[src/rtl/resbus_pkg.sv]
package resbus_pkg;
  localparam int RB_PORTS  = 3;
  localparam int RB_TAG_W  = 4;
  localparam int RB_DATA_W = 32;
  // per-port tag windows, port 0 in the low nibble
  localparam logic [RB_PORTS*RB_TAG_W-1:0] RB_TAG_LO = {4'd10, 4'd7, 4'd1};
  localparam logic [RB_PORTS*RB_TAG_W-1:0] RB_TAG_HI = {4'd11, 4'd9, 4'd6};
endpackage

[src/rtl/rb_hold_slot.sv]
module rb_hold_slot #(
  parameter int TW = 4,
  parameter int DW = 32,
  parameter logic [TW-1:0] LO = 1,
  parameter logic [TW-1:0] HI = 6
) (
  input  logic          clk,
  input  logic          rst_n,
  input  logic          in_valid,
  input  logic [TW-1:0] in_tag,
  input  logic [DW-1:0] in_data,
  input  logic          drain,
  output logic          in_ready,
  output logic          full,
  output logic [TW-1:0] tag,
  output logic [DW-1:0] data
);
  logic accept;
  logic keep;

  assign in_ready = !full || drain;
  assign accept   = in_valid && in_ready;
  assign keep     = (in_tag != '0) && (in_tag >= LO) && (in_tag <= HI);

  always_ff @(posedge clk) begin
    if (!rst_n) begin
      full <= 1'b0;
      tag  <= '0;
      data <= '0;
    end else if (accept && keep) begin
      full <= 1'b1;
      tag  <= in_tag;
      data <= in_data;
    end else if (drain) begin
      full <= 1'b0;
    end
  end
endmodule

[src/rtl/rb_rr_pick.sv]
module rb_rr_pick #(
  parameter int N = 3
) (
  input  logic         clk,
  input  logic         rst_n,
  input  logic [N-1:0] req,
  output logic [N-1:0] grant,
  output logic         any
);
  localparam int PW = (N > 1) ? $clog2(N) : 1;

  logic [PW-1:0] ptr;
  logic [PW-1:0] win_idx;
  logic [PW-1:0] nxt_idx;

  always_comb begin
    grant   = '0;
    any     = 1'b0;
    win_idx = '0;
    for (int k = 0; k < N; k++) begin
      int idx;
      idx = int'(ptr) + k;
      if (idx >= N) idx = idx - N;
      if (!any && req[idx]) begin
        any        = 1'b1;
        grant[idx] = 1'b1;
        win_idx    = PW'(idx);
      end
    end
    nxt_idx = (int'(win_idx) == N - 1) ? '0 : win_idx + 1'b1;
  end

  always_ff @(posedge clk) begin
    if (!rst_n) ptr <= '0;
    else if (any) ptr <= nxt_idx;
  end
endmodule

[src/rtl/resbus_arbiter.sv]
module resbus_arbiter
  import resbus_pkg::*;
#(
  parameter int N  = RB_PORTS,
  parameter int TW = RB_TAG_W,
  parameter int DW = RB_DATA_W,
  parameter logic [N*TW-1:0] TAG_LO = RB_TAG_LO,
  parameter logic [N*TW-1:0] TAG_HI = RB_TAG_HI
) (
  input  logic            clk,
  input  logic            rst_n,
  input  logic [N-1:0]    in_valid,
  output logic [N-1:0]    in_ready,
  input  logic [N*TW-1:0] in_tag,
  input  logic [N*DW-1:0] in_data,
  output logic            bus_valid,
  output logic [TW-1:0]   bus_tag,
  output logic [DW-1:0]   bus_data
);
  logic [N-1:0]    slot_full;
  logic [N*TW-1:0] slot_tag;
  logic [N*DW-1:0] slot_data;
  logic [N-1:0]    grant;
  logic            any_grant;
  logic [TW-1:0]   sel_tag;
  logic [DW-1:0]   sel_data;

  for (genvar i = 0; i < N; i++) begin : g_slot
    rb_hold_slot #(
      .TW(TW), .DW(DW),
      .LO(TAG_LO[i*TW +: TW]),
      .HI(TAG_HI[i*TW +: TW])
    ) u_slot (
      .clk      (clk),
      .rst_n    (rst_n),
      .in_valid (in_valid[i]),
      .in_tag   (in_tag[i*TW +: TW]),
      .in_data  (in_data[i*DW +: DW]),
      .drain    (grant[i]),
      .in_ready (in_ready[i]),
      .full     (slot_full[i]),
      .tag      (slot_tag[i*TW +: TW]),
      .data     (slot_data[i*DW +: DW])
    );
  end

  rb_rr_pick #(.N(N)) u_pick (
    .clk   (clk),
    .rst_n (rst_n),
    .req   (slot_full),
    .grant (grant),
    .any   (any_grant)
  );

  always_comb begin
    sel_tag  = '0;
    sel_data = '0;
    for (int i = 0; i < N; i++) begin
      if (grant[i]) begin
        sel_tag  = sel_tag  | slot_tag[i*TW +: TW];
        sel_data = sel_data | slot_data[i*DW +: DW];
      end
    end
  end

  always_ff @(posedge clk) begin
    if (!rst_n) begin
      bus_valid <= 1'b0;
      bus_tag   <= '0;
      bus_data  <= '0;
    end else begin
      bus_valid <= any_grant;
      bus_tag   <= any_grant ? sel_tag  : '0;
      bus_data  <= any_grant ? sel_data : '0;
    end
  end
endmodule

[config.mk]
export PLATFORM = sky130hd
export DESIGN_NAME = resbus_arbiter
export DESIGN_NICKNAME = d
export VERILOG_FILES = /design/src/rtl/resbus_pkg.sv /design/src/rtl/rb_hold_slot.sv /design/src/rtl/rb_rr_pick.sv /design/src/rtl/resbus_arbiter.sv
export SDC_FILE = /design/constraint.sdc
export NUM_CORES = 1
export LEC_CHECK = 0
export BUFFER_PORTS_ARGS = -buffer_cell sky130_fd_sc_hd__buf_2
export CORE_ASPECT_RATIO = 0.75
export CORE_MARGIN = 2
export CORE_UTILIZATION = 55
export DETAILED_ROUTE_END_ITERATION = 10
export PLACE_DENSITY = 0.89
export SYNTH_ARGS = -nofsm -noshare
export SYNTH_HDL_FRONTEND = slang
export SYNTH_SLANG_ARGS = --single-unit
[constraint.sdc]
create_clock -name clk -period 5.95 [get_ports clk]
set_input_delay 1.4875 -clock clk [delete_from_list [all_inputs] [get_ports clk]]
set_output_delay 1.4875 -clock clk [all_outputs]
set_load 0.01 [all_outputs]
==> run_results.csv <==
group,metric,value,unit
logic_synthesis,yosysMostFrequentCell,"dfxtp_1",
setup_path,cp.arrival,3570,ps
timing,finalClockSkew,9.65,ps
timing,holdWs,458,ps
setup_path,slowest_stage,"a31oi_4",
run,cap_violations,0,
logic_synthesis,yosys.area_share.xor_xnor,0,%
grt,grt_pass1_vias,4839,
floorplan,coreArea,10900,um^2
detailed_routing,first_pass_iters,6,
logic_synthesis,synth_nets,721,
timing,tns,0,ps
place,io_buffers,152,
place,pre_cts_slack,1470,ps
timing,maxSlewHeadroom,21.4,%
logic_synthesis,ys_warn_count,0,
finish,areaGrowthSynthToFinish,20.4,%
floorplan,start_util,56.1,%
clocking,cts_root_buf,"clkbuf_16",
grt,grt_pass1_wl,23900,um
logic_synthesis,synth.area.top_cells,"dfxtp_1, mux2i_1, nor2b_1",
setup_path,crit_chain,"inv_1 > ha_1 > mux2i_1 > o21a_1 > nor2_1 > a31oi_4 > nand2b_1 > buf_2",
power_and_ir_drop,power_leakage,3.02,nW
logic_synthesis,syn-instance-count,604,
power_and_ir_drop,p_int,1.77,mW
setup_path,crit_fanout,37,
grt,grt_usage,25.3,%
clocking,clock-sinks,150,
clocking,htreeDepth,4,
timing,finalSetupViolCount,0,
logic_synthesis,synth-compound-area-share,13.4,%
timing,worst_slew_pin_slew,1180,ps
place,gp_congestion,0.911,
power_and_ir_drop,ir_drop,0.000212,V
finish,n_antenna_cell,0,
detailed_routing,via_per_inst,5.70,
setup_path,cp-start-kind,"flip-flop",
logic_synthesis,synth_area,6090,um^2
timing,grt_setup_unrepaired,"no",
finish,postLayoutCoreUtil,67.5,%
timing,drv_slew,0,
logic_synthesis,synth_cell_types,48,
detailed_routing,post_drt_wl_per_cell,17.5,um
timing,hold_violations,0,
hold_path,hp-class,"flip-flop to flip-flop",
power_and_ir_drop,seqPwrFrac,43.8,%
detailed_routing,drt_iter0_drc,586,
timing,min_period_over_period,85.1,%
floorplan,die_h,95.1,um
power_and_ir_drop,pwr-share-clk,42.5,%
finish,drive_above_1_share,27.0,%
detailed_routing,num_vias,5005,
status,outcome,"complete, no violations",
power_and_ir_drop,power.density,330,nW/um^2
setup_path,max_stage_delay,930,ps
floorplan,die_area,11900,um^2
clocking,ctsResizeCount,0,
logic_synthesis,yosys.area_share.adder,0.822,%
finish,layout.nets,842,
logic_synthesis,yosys.area.top_type,"dfxtp_1",
power_and_ir_drop,swShare,26.9,%
clocking,postCtsSetupRepairBufs,0,
grt,antenna_found_initial,0,
timing,max_freq,198,MHz
power_and_ir_drop,switchingPower,0.650,mW
place,dp_hpwl,9700,um
logic_synthesis,async_reset_ff_share,0,%
logic_synthesis,synthMuxAreaShare,11.7,%
logic_synthesis,syn_area_per_cell,10.1,um^2
logic_synthesis,synthSimpleGateAreaFrac,18.1,%
floorplan,row_count,33,
logic_synthesis,synth-main-ff-cell,"dfxtp_1",
logic_synthesis,synth-edff-count,0,
detailed_routing,route.detailed.drc,0,
clocking,tritoncts,"done",
logic_synthesis,synth_top_family_by_area,"simple AND/OR/NAND/NOR gates",
clocking,cts_buffers,17,
floorplan,pin_count,153,
logic_synthesis,synth_top_cell_area_share,49.3,%
grt,grt_overflow,0,
logic_synthesis,netlist_top_cells_count,"dfxtp_1, nor2b_1, mux2i_1, nor2_1, o21ai_0",
logic_synthesis,ys_ff_latch,150,
clocking,postCtsHoldBufs,0,
timing,period_needed,5060,ps
clocking,cts.reportedPaths.clkPinSlew,60,ps
grt,grt_max_degree,120,
power_and_ir_drop,p_comb_share,13.6,%
detailed_routing,ant_nets,0,
setup_path,cp-end-kind,"output port",
clocking,clockBufferDepth,2,
setup_path,crit_type,"flip-flop to output port",
floorplan,die-width,125,um
timing,worst_slack,889,ps
setup_path,required,4460,ps
clocking,insertion_delay,420,ps
detailed_routing,finalWirelength,15400,um
logic_synthesis,seq_area_frac_synth,49.3,%
-- layout make-up --
type | count | area, um^2
clock buffers | 21 | 470
inverters | 7 | 26.3
fillers | 831 | 3530
repair buffers | 157 | 813
clock inverters | 11 | 100
well taps | 140 | 175
multi-input cells | 392 | 2740
flip-flops and latches | 150 | 3000
-- layer usage --
metal,vias to the layer above,routed length (um),share of wire (%),track usage [%]
met5,-,0,0,0
met3,27,1390,9.0,7.80
met4,0,229,1.5,9.26
met2,229,7260,47,41.9
met1,2363,6490,42,31.7
li1,2386,-,-,-
-- cell usage in the layout, fill, tap and decap left out, types with 2 or more instances in the layout --
| cell type | instances |
|---|---|
| nand3_1 | 37 |
| a222oi_1 | 36 |
| a21boi_0 | 3 |
| clkbuf_8 | 3 |
| mux2_2 | 2 |
| o21a_1 | 4 |
| clkinv_2 | 4 |
| o21ai_0 | 39 |
| nand4b_1 | 2 |
| nand3b_1 | 2 |
| clkbuf_16 | 17 |
| a32o_1 | 2 |
| inv_1 | 7 |
| a21o_1 | 2 |
| dfxtp_1 | 150 |
| nand2_1 | 38 |
| nand2b_1 | 6 |
| nor2_1 | 43 |
| clkinv_4 | 3 |
| buf_2 | 151 |
| buf_4 | 5 |
| o211a_1 | 2 |
| mux2i_1 | 69 |
| clkinvlp_4 | 2 |
| nor3_1 | 2 |
| a31oi_1 | 2 |
| ha_1 | 4 |
| nor2b_1 | 75 |
-- through the flow --
stage	instances	instance area, um^2	total power, mW
after floorplan	604	6090	1.31
after CTS	878	7330	2.42
after global routing	878	7330	2.50
after global placement	846	6760	1.38
final	878	7330	2.42
after detailed placement	846	6760	1.40
-- cells by family (layout without fill, tap and decap cells) --
family	Yosys count	after routing
simple gates	212	212
flops	150	150
compound gates	105	105
mux	71	71
buf+inv	62	196
fa+ha+maj	4	4
-- worst max-delay path, delay by kind of cell (launching register included) --
| family | cells | cell delay (ps) |
|---|---|---|
| AO/OA/AOI/OAI | 2 | 1390 |
| adder cells (fa/ha/maj) | 1 | 440 |
| AND/OR/NAND/NOR | 2 | 380 |
| multiplexers | 1 | 370 |
| flip-flops | 1 | 330 |
| buffers and inverters | 2 | 240 |
-- sequential cells by signal, indices dropped and copies added (netlist names) --
name and count:
bus_valid 1, g_slot.u_slot.full 3, g_slot.u_slot.data 96, bus_data 32
bus_tag 4, g_slot.u_slot.tag 12, u_pick.ptr 2
-- worst paths after layout --
path | to | slack, ps | cells past startpoint | from
worst max-delay path | in_ready[1] | 890 | 8 | u_pick.ptr[1]$_SDFFE_PN0N_
worst min-delay path | g_slot[2].u_slot.data[16]$_SDFFE_PN0P_ | 460 | 2 | g_slot[2].u_slot.data[16]$_SDFFE_PN0P_
worst max register to register | g_slot[1].u_slot.data[3]$_SDFFE_PN0P_ | 2390 | 9 | u_pick.ptr[0]$_SDFFE_PN0N_
worst min register to register | g_slot[2].u_slot.data[16]$_SDFFE_PN0P_ | 460 | 2 | g_slot[2].u_slot.data[16]$_SDFFE_PN0P_
-- power groups by stage --
stage	sequential [mW]	combinational (mW)	clock (mW)
floorplan	1.07	0.237	0
global placement	1.08	0.303	0
detailed placement	1.08	0.317	0
CTS	1.06	0.323	1.04
global route	1.06	0.352	1.08
finish	1.06	0.330	1.03
Note: power is estimated with default switching activity, not from simulation.
